## config.mk

```make
export PLATFORM = sky130hd
export DESIGN_NAME = dmadrn_chan
export DESIGN_NICKNAME = d
export VERILOG_FILES = /design/src/rtl/dmadrn_pkg.sv /design/src/rtl/dmadrn_bytefifo.sv /design/src/rtl/dmadrn_ctrl.sv /design/src/rtl/dmadrn_chan.sv
export SDC_FILE = /design/constraint.sdc
export NUM_CORES = 1
export LEC_CHECK = 0
export ABC_CLOCK_PERIOD_IN_PS = 8100
export BUFFER_PORTS_ARGS = -buffer_cell sky130_fd_sc_hd__buf_2
export CORE_UTILIZATION = 34
export DETAILED_ROUTE_END_ITERATION = 16
export PLACE_DENSITY = 0.48
export RECOVER_POWER = 100
export REMOVE_ABC_BUFFERS = 1
export SYNTH_ARGS = -nofsm -noshare
export SYNTH_HDL_FRONTEND = slang
export SYNTH_SLANG_ARGS = --single-unit
```

## constraint.sdc

```tcl
create_clock -name clk -period 8.1 [get_ports clk]
set_input_delay 0.405 -clock clk [delete_from_list [all_inputs] [get_ports clk]]
set_output_delay 0.405 -clock clk [all_outputs]
set_load 0.05 [all_outputs]
```

## src/rtl/dmadrn_pkg.sv

```systemverilog
package dmadrn_pkg;

  typedef enum logic [1:0] {
    FLOW_SELF = 2'd0,
    FLOW_SRC  = 2'd1,
    FLOW_DST  = 2'd2,
    FLOW_RSVD = 2'd3
  } flow_e;

  typedef struct packed {
    logic [1:0] src_w;
    logic [1:0] dst_w;
    flow_e      flow;
  } chan_cfg_t;

  // width code to byte count: 0 -> 1, 1 -> 2, 2/3 -> 4
  function automatic logic [2:0] width_bytes(input logic [1:0] code);
    case (code)
      2'd0:    return 3'd1;
      2'd1:    return 3'd2;
      default: return 3'd4;
    endcase
  endfunction

endpackage

```

## src/rtl/dmadrn_bytefifo.sv

```systemverilog
// Byte-granular circular buffer: pushes and pops a variable number of
// byte lanes per cycle. DEPTH must be a power of two.
module dmadrn_bytefifo #(
  parameter int DEPTH = 16,
  parameter int LANES = 4,
  localparam int PW = $clog2(DEPTH),
  localparam int FW = $clog2(DEPTH + 1)
) (
  input  logic                 clk,
  input  logic                 rst,
  input  logic                 flush,
  input  logic                 push,
  input  logic [2:0]           push_n,
  input  logic [8*LANES-1:0]   push_data,
  input  logic                 pop,
  input  logic [2:0]           pop_n,
  output logic [FW-1:0]        fill,
  output logic [8*LANES-1:0]   peek
);

  logic [7:0]    mem [DEPTH];
  logic [PW-1:0] wp, rp;

  always_ff @(posedge clk) begin
    for (int k = 0; k < LANES; k++) begin
      if (push && (k < int'(push_n)))
        mem[wp + PW'(k)] <= push_data[8*k +: 8];
    end
  end

  always_ff @(posedge clk) begin
    if (rst || flush) begin
      wp   <= '0;
      rp   <= '0;
      fill <= '0;
    end else begin
      if (push) wp <= wp + PW'(push_n);
      if (pop)  rp <= rp + PW'(pop_n);
      fill <= fill + (push ? FW'(push_n) : FW'(0)) - (pop ? FW'(pop_n) : FW'(0));
    end
  end

  always_comb begin
    for (int k = 0; k < LANES; k++)
      peek[8*k +: 8] = (k < int'(pop_n)) ? mem[rp + PW'(k)] : 8'h00;
  end

endmodule

```

## src/rtl/dmadrn_ctrl.sv

```systemverilog
// Channel state: on/off, suspend, pending stop, flow-control flags, config.
module dmadrn_ctrl
  import dmadrn_pkg::*;
(
  input  logic      clk,
  input  logic      rst,
  input  logic      glb_en,
  input  logic      ch_en,
  input  logic      ch_dis,
  input  logic      ch_susp,
  input  logic      ch_res,
  input  logic      cfg_we,
  input  chan_cfg_t cfg_in,
  input  logic      src_last,
  input  logic      dst_last,
  input  logic      dst_fire,
  output logic      enabled,
  output logic      susp,
  output logic      stop_now,
  output logic      flush,
  output chan_cfg_t cfg,
  output logic      src_gate,
  output logic      dst_gate
);

  logic dreq, slast_seen, dlast_seen;

  assign stop_now = enabled & (dreq | ch_dis | ~glb_en);
  assign flush    = stop_now & ~dst_fire;
  assign src_gate = (cfg.flow != FLOW_DST) | dlast_seen;
  assign dst_gate = (cfg.flow != FLOW_SRC) | slast_seen;

  always_ff @(posedge clk) begin
    if (rst) begin
      enabled    <= 1'b0;
      susp       <= 1'b0;
      dreq       <= 1'b0;
      slast_seen <= 1'b0;
      dlast_seen <= 1'b0;
      cfg        <= '0;
    end else if (!enabled) begin
      if (cfg_we)           cfg     <= cfg_in;
      if (ch_en && glb_en)  enabled <= 1'b1;
    end else if (flush) begin
      enabled    <= 1'b0;
      susp       <= 1'b0;
      dreq       <= 1'b0;
      slast_seen <= 1'b0;
      dlast_seen <= 1'b0;
    end else begin
      if (stop_now) dreq <= 1'b1;
      if (ch_res)       susp <= 1'b0;
      else if (ch_susp) susp <= 1'b1;
      if (src_last) slast_seen <= 1'b1;
      if (dst_last) dlast_seen <= 1'b1;
    end
  end

endmodule

```

## src/rtl/dmadrn_chan.sv

```systemverilog
module dmadrn_chan
  import dmadrn_pkg::*;
#(
  parameter int FIFO_BYTES = 16,
  parameter int LANES      = 4,
  localparam int DATA_W = 8 * LANES,
  localparam int FILL_W = $clog2(FIFO_BYTES + 1)
) (
  input  logic              clk,
  input  logic              rst,
  input  logic              glb_en,
  input  logic              ch_en,
  input  logic              ch_dis,
  input  logic              ch_susp,
  input  logic              ch_res,
  input  logic              cfg_we,
  input  logic [1:0]        cfg_src_w,
  input  logic [1:0]        cfg_dst_w,
  input  logic [1:0]        cfg_flow,
  input  logic              src_valid,
  input  logic [DATA_W-1:0] src_data,
  input  logic              src_last,
  output logic              src_ready,
  output logic              dst_valid,
  output logic [DATA_W-1:0] dst_data,
  input  logic              dst_ready,
  input  logic              dst_last,
  output logic              stat_en,
  output logic              stat_susp,
  output logic              stat_empty
);

  chan_cfg_t         cfg_in, cfg;
  logic [5:0]        cfg_word;
  logic              enabled, susp, stop_now, flush, src_gate, dst_gate;
  logic              src_fire, dst_fire;
  logic [2:0]        sb, db;
  logic [FILL_W-1:0] fill;
  logic [FILL_W:0]   room;

  assign cfg_in   = '{src_w: cfg_src_w, dst_w: cfg_dst_w, flow: flow_e'(cfg_flow)};
  assign cfg_word = cfg;

  dmadrn_ctrl u_ctrl (
    .clk      (clk),
    .rst      (rst),
    .glb_en   (glb_en),
    .ch_en    (ch_en),
    .ch_dis   (ch_dis),
    .ch_susp  (ch_susp),
    .ch_res   (ch_res),
    .cfg_we   (cfg_we),
    .cfg_in   (cfg_in),
    .src_last (src_last),
    .dst_last (dst_last),
    .dst_fire (dst_fire),
    .enabled  (enabled),
    .susp     (susp),
    .stop_now (stop_now),
    .flush    (flush),
    .cfg      (cfg),
    .src_gate (src_gate),
    .dst_gate (dst_gate)
  );

  assign sb   = width_bytes(cfg.src_w);
  assign db   = width_bytes(cfg.dst_w);
  assign room = (FILL_W+1)'(FIFO_BYTES) - {1'b0, fill};

  assign src_ready = enabled & ~susp & ~stop_now & src_gate & (room >= (FILL_W+1)'(sb));
  assign dst_valid = enabled & dst_gate & (fill >= FILL_W'(db));
  assign src_fire  = src_valid & src_ready;
  assign dst_fire  = dst_valid & dst_ready;

  dmadrn_bytefifo #(
    .DEPTH (FIFO_BYTES),
    .LANES (LANES)
  ) u_fifo (
    .clk       (clk),
    .rst       (rst),
    .flush     (flush),
    .push      (src_fire),
    .push_n    (sb),
    .push_data (src_data),
    .pop       (dst_fire),
    .pop_n     (db),
    .fill      (fill),
    .peek      (dst_data)
  );

  assign stat_en    = enabled;
  assign stat_susp  = susp;
  assign stat_empty = fill < FILL_W'(db);

endmodule

```

# Word-level counts from Yosys, hierarchy flattened
# Memories as Yosys holds them, arrays and structs flattened. A register that Yosys moved wholly into a read port is not among the register bits.
# Cells that the tools add are included.
# classes
n_addsub	11
n_lt_le_gt_ge	11
eq_ne	4
muxes	30
bitwise	19
n_reduce_logical	17
# op_table
cell	n
8-bit two-way mux	4
1-bit two-way mux	20
4-bit by 2-bit adder with 4-bit output (second input constant)	4
1-bit by 3-bit < comparator with 1-bit output (first input constant)	4
2-bit by 3-bit < comparator with 1-bit output (first input constant)	4
3-bit case mux with 2 select lines	2
1-bit AND	10
2-bit AND reduction	5
4-bit by 1-bit adder with 4-bit output (second input constant)	2
4-bit by 3-bit adder with 4-bit output	2
4-bit two-way mux	2
6-bit by 3-bit greater-or-equal comparator with 1-bit output	1
3-bit two-way mux	2
2-bit nonzero test	3
5-bit by 5-bit subtractor with 6-bit output (first input constant)	1
5-bit adder	1
5-bit by 3-bit greater-or-equal comparator with 1-bit output	1
1-bit logical AND	5
5-bit by 3-bit < comparator with 1-bit output	1
1-bit inverter	5
5-bit subtractor	1
2-bit by 1-bit equality test with 1-bit output (second input constant)	2
2-bit logical NOT	2
1-bit bitwise OR	4
4 further kinds	4
# word_totals
ff_bits	24
ram_bits	128
in_bits	50
output_inout_bits	37
wordCells	104
n_memories	1
# memory_table
name	words	width	read_ports	rd_ports_with_merged_regs	wr	line	source
u_fifo.mem	16	8	4	1	4	dmadrn_bytefifo.sv:21	logic [7:0] mem [DEPTH];

# Longest topological paths before layout
# logic_depth
depth_word	11
depth_mapped	20

# By module
# From an unflattened synthesis, not the netlist that was laid out.
# unflattened
hier_cells	1375
area_unflattened_um2	14457.6
# by_module_without_submodules
module	n_inst	cells_each	area_per_inst_um2	seq_area_each_um2
dmadrn_bytefifo	1	1289	13708.1	4184.0
dmadrn_ctrl	1	44	462.9	220.2
dmadrn_chan	1	42	286.5	0.0

# Worst setup path after synthesis
# OpenSTA, ideal clock, no wires.
# synth_timing
path_kind	reg-to-output
startpoint	register u_fifo.rp[0]
endpoint	output port dst_data[24]
arrival_ns	4.145
slack_ns	3.550
path_stages_with_launch	14
path_cell_list	dfxtp_1 -> buf_2 -> buf_2 -> buf_2 -> buf_2 -> inv_1 -> ha_1 -> buf_4 -> buf_2 -> buf_2 -> buf_2 -> mux4_2 -> mux2i_1 -> a211oi_1
# synth_between
elab_chain_cells	3
# synth_rtl
element	line	source
start, declared	dmadrn_bytefifo.sv:22	logic [PW-1:0] wp, rp;
start signal, assigned	dmadrn_bytefifo.sv:38	if (pop) rp <= rp + PW'(pop_n);
4-bit by 2-bit adder with 4-bit output	dmadrn_bytefifo.sv:45	peek[8*k +: 8] = (k < int'(pop_n)) ? mem[rp + PW'(k)] : 8'h00;
memory 16 x 8 bit	n/a	
8-bit two-way mux	dmadrn_bytefifo.sv:45	
end, declared	dmadrn_chan.sv:25	output logic [DATA_W-1:0] dst_data,
# Every way passes these cells.

# Final worst setup path
# layout_timing
startpoint	register u_fifo.rp[0]
endpoint	output port dst_data[15]
# layout_between
elab_chain_cells	3
# layout_rtl
element	line
4-bit by 1-bit adder with 4-bit output	dmadrn_bytefifo.sv:45
memory 16 x 8 bit	n/a
8-bit two-way mux	dmadrn_bytefifo.sv:45
# Every way passes these cells.

==> summary.md <==
| Metric | Value |
|---|---|
| Worst hold path endpoint | u_ctrl.susp |
| Slowest CP cell | ha_1 |
| Worst-Margin Slew | 2.74 ns |
| Failing checks | max-capacitance violations, max-slew violations |
| Ports | 87 |
| Setup repair bufs after CTS | 0 |
| Clock Skew | 0.00726 ns |
| Internal reg-to-reg setup slack | 2.35 ns |
| Post-Syn Instances | 1433 |
| Max Cap Violations | 7 |
| Cell family with most CP delay | adder cells |
| Initial core utilization | 34.8% |
| Max-slew violations | 197 |
| Class of the worst hold path | in -> reg |
| Register area | 4410 um^2 |
| DP HPWL | 46800 um |
| Synth Flop Type | edfxtp_1 |
| Clk Latency, worst-skew pair | 0.45 ns |
| Most frequent CP cell | a211oi_1 |
| Critical Path Fanout Max | 49 |
| Synth Warn # | 0 |
| Placer Congestion | 0.985 |
| Die height | 210 um |
| CP endpoint kind | primary output |
| Synth Area per Inst | 10.3 um^2 |
| Leakage | 5.21 nW |
| Clk buf depth | 2 |
| Hold Startpoint | ch_res |
| Mapped Area | 14700 um^2 |
| Worst-path cell chain | inv_1 > ha_1 > buf_4 > mux4_2 > nor2b_1 > a211oi_1 > a211oi_1 > clkbuf_1 |
| Post-synthesis cell type count | 77 |
| Congestion Overflow GR | 0 |
| Reg-to-reg startpoint | u_fifo.fill[1] |
| Final setup TNS | 0 ns |
| Pin count of the biggest net entering global routing | 55 |
| Final setup vio count | 0 |
| Vias in the first global route | 12300 |
| RSZ-0062 raised after global routing | no |
| R2R Path End | u_fifo.mem[3][2] |
| Layout Area Growth over Synthesis | 8.62% |
| TritonCTS clock tree | done |
| Port bufs | 86 |
| Total GRT Usage | 28.4% |
| Vias/cell | 6.42 |
| Filler cell count | 4228 |
| Die width | 210 um |
| Crit path DAT | 5.41 ns |
| Multi-input gate area | 9610 um^2 |
| WL/cell | 30.7 um |
| Core Region | 42300 um^2 |
| FMAX | 172 MHz |
| Critical path class | reg -> out |
| Num CTS Buffers | 17 |
| Met1 wire length | 25100 um |
| Final Core Density | 37.8% |
| 1st-iter DRT viols | 1482 |
| First-pass GRT wire length | 89600 um |
| Initial antenna violation count | 0 |
| Clock slew at reported path FFs | 0.07 ns |
| Slowest stage delay, CP | 1.69 ns |
| Row cnt | 75 |
| Via count | 13000 |
| DR DRC count | 0 |
| ANT cells | 0 |
| DR pass1 iterations | 8 |
| Worst slew margin | -82.6% |
| Worst Path Required | 7.70 ns |
| Post-synth EDFFs | 128 |
| Final Hold Viols | 0 |
| Hold buffers post-CTS | 0 |
| Pwr per Cell Area | 146 nW/um^2 |
| Wire length on met2 | 28100 um |
| Share of cells above drive strength 1 | 21.4% |
| Top Layer Used | met4 |
| Antenna Nets Post-Route | 0 |
| Period Utilization, post-route | 71.8% |
| # clock sinks | 156 |
| FF+latch count, synth | 156 |
| Clk root buf | clkbuf_16 |
| Peak VDD IR | 0.137 mV |
| Cells on worst reg2reg path | 11 |
| CTS resizes | 0 |
| Min Tclk post-route | 5.82 ns |
| Hold depth | 2 |
| Status | complete, but fails checks |
| Async set or reset register ratio after synthesis | 0% |
| WP buf/inv | 3 |
| H-tree levels | 4 |
| Fin nets | 1517 |
| Crit path launch type | flop |
| Full die area | 44100 um^2 |
| Seq/Total Area, Yosys | 29.9% |
| WL final | 62100 um |
| Met3 WL | 6130 um |
[routing by layer]
metal / track usage (%) / vias to the layer above
li1: - / 5592
met1: 38.1 / 6418
met2: 44.4 / 856
met3: 6.03 / 127
met4: 11.8 / 0
met5: 0 / -
[power breakdown]
| part | leakage (nW) | switching [mW] | total (mW) | internal [mW] |
|---|---|---|---|---|
| Combinational | 3.53 | 0.403 | 0.593 | 0.189 |
| Sequential | 1.38 | 0.0201 | 0.897 | 0.877 |
| Clock | 0.300 | 0.376 | 0.842 | 0.466 |
[flip-flops by register name, summed over array words and instances, names as in the netlist, named ones only]
name,flops
u_fifo.rp,4
u_ctrl.enabled,1
u_ctrl.dlast_seen,1
u_ctrl.dreq,1
u_fifo.mem,128
u_fifo.fill,5
u_fifo.wp,4
u_ctrl.susp,1
u_ctrl.cfg,6
u_ctrl.slast_seen,1
[cells in the mapped netlist (all sizes together), types with 5 or more instances]
master / number / area (um^2)
xor2: 7 / 61.3
and3: 7 / 48.8
mux2i: 66 / 661
clkbuf: 65 / 244
xnor2: 9 / 86.3
o22ai: 41 / 257
a22o: 8 / 70.1
inv: 30 / 113
dfxtp: 28 / 561
or3: 8 / 50.1
fa: 5 / 100
edfxtp: 128 / 3840
o21ai: 151 / 759
mux2: 48 / 541
nand4: 9 / 56.3
a21o: 18 / 135
mux4: 144 / 3240
ha: 28 / 350
nand2: 185 / 697
o211ai: 7 / 52.6
a211oi: 48 / 360
and2: 11 / 68.8
nor4: 12 / 201
nor3: 26 / 214
nand3: 33 / 183
a21oi: 71 / 359
a22oi: 30 / 225
nand2b: 6 / 37.5
nor2b: 26 / 163
nor2: 82 / 328
buf: 59 / 318
[layout by cell type, fill, tap and decap left out, types with 10 or more instances in the layout]
cell / n
mux2i_1: 66
a21oi_1: 70
clkbuf_16: 17
nor3_1: 16
nand2_1: 184
o22ai_1: 41
a22oi_1: 30
nor2b_1: 26
mux2_1: 20
o21ai_0: 142
and2_1: 10
buf_2: 55
buf_4: 13
nand3_1: 31
a211oi_1: 48
clkbuf_1: 38
dfxtp_1: 26
mux2_2: 28
mux4_2: 144
inv_1: 30
edfxtp_1: 128
a21o_1: 18
ha_1: 28
nor2_1: 79
[worst reg2reg max path, stage by stage, from the launching register on]
cell      delay, ns
dfxtp_1        0.42
inv_1          0.14
ha_1           0.30
ha_1           0.21
or3b_1         0.35
o211ai_1       0.12
o211a_2        0.21
clkbuf_1       1.76
nor4_1         0.95
mux2_2         0.53
o21ai_0        0.22
o21ai_0        0.22
[how the worst max path moves through the flow]
| stage | startpoint | to | cells past startpoint |
|---|---|---|---|
| global route | u_fifo.rp[0] | dst_data[15] | 8 |
| detailed placement | u_ctrl.cfg[2] | u_fifo.fill[3] | 16 |
| finish | u_fifo.rp[0] | dst_data[15] | 8 |
| floorplan | u_fifo.rp[0] | dst_data[10] | 6 |
| CTS | u_fifo.rp[0] | dst_data[15] | 8 |
| global placement | u_ctrl.cfg[3] | u_fifo.fill[3] | 16 |
[cells by family (layout without fill, tap and decap cells)]
group	Yosys count	count (layout)	share of synthesized area (%)
simple gates	423	423	15.0
buf+inv	154	168	4.58
mux	258	258	30.2
flops	156	156	29.9
compound gates	393	393	16.2
fa+ha+maj	33	33	3.06
xor+xnor	16	16	1.00
[layout make-up]
| type | instances | share of cell area (%) |
|---|---|---|
| Multi-Input combinational cell | 1123 | 60.1 |
| Sequential cell | 156 | 27.6 |
| Tap cell | 577 | 4.52 |
| Timing Repair Buffer | 106 | 3.23 |
| Clock buffer | 17 | 2.66 |
| Clock inverter | 15 | 1.16 |
| Inverter | 30 | 0.705 |
[per-stage QoR]
stage	total power, mW	hold WS, ns	worst slack [ns]	std cells	instance area, um^2
3_5_place_dp	1.51	0.461	3.62	1992	15500
5_1_grt	2.40	0.129	1.88	2024	16000
3_3_place_gp	1.51	0.454	3.73	1992	15500
2_1_floorplan	1.30	0.439	0.0253	1309	14100
6_report	2.33	0.140	2.28	2024	16000
4_1_cts	2.35	0.120	3.31	2024	16100
(Power assumes the default switching activity.)
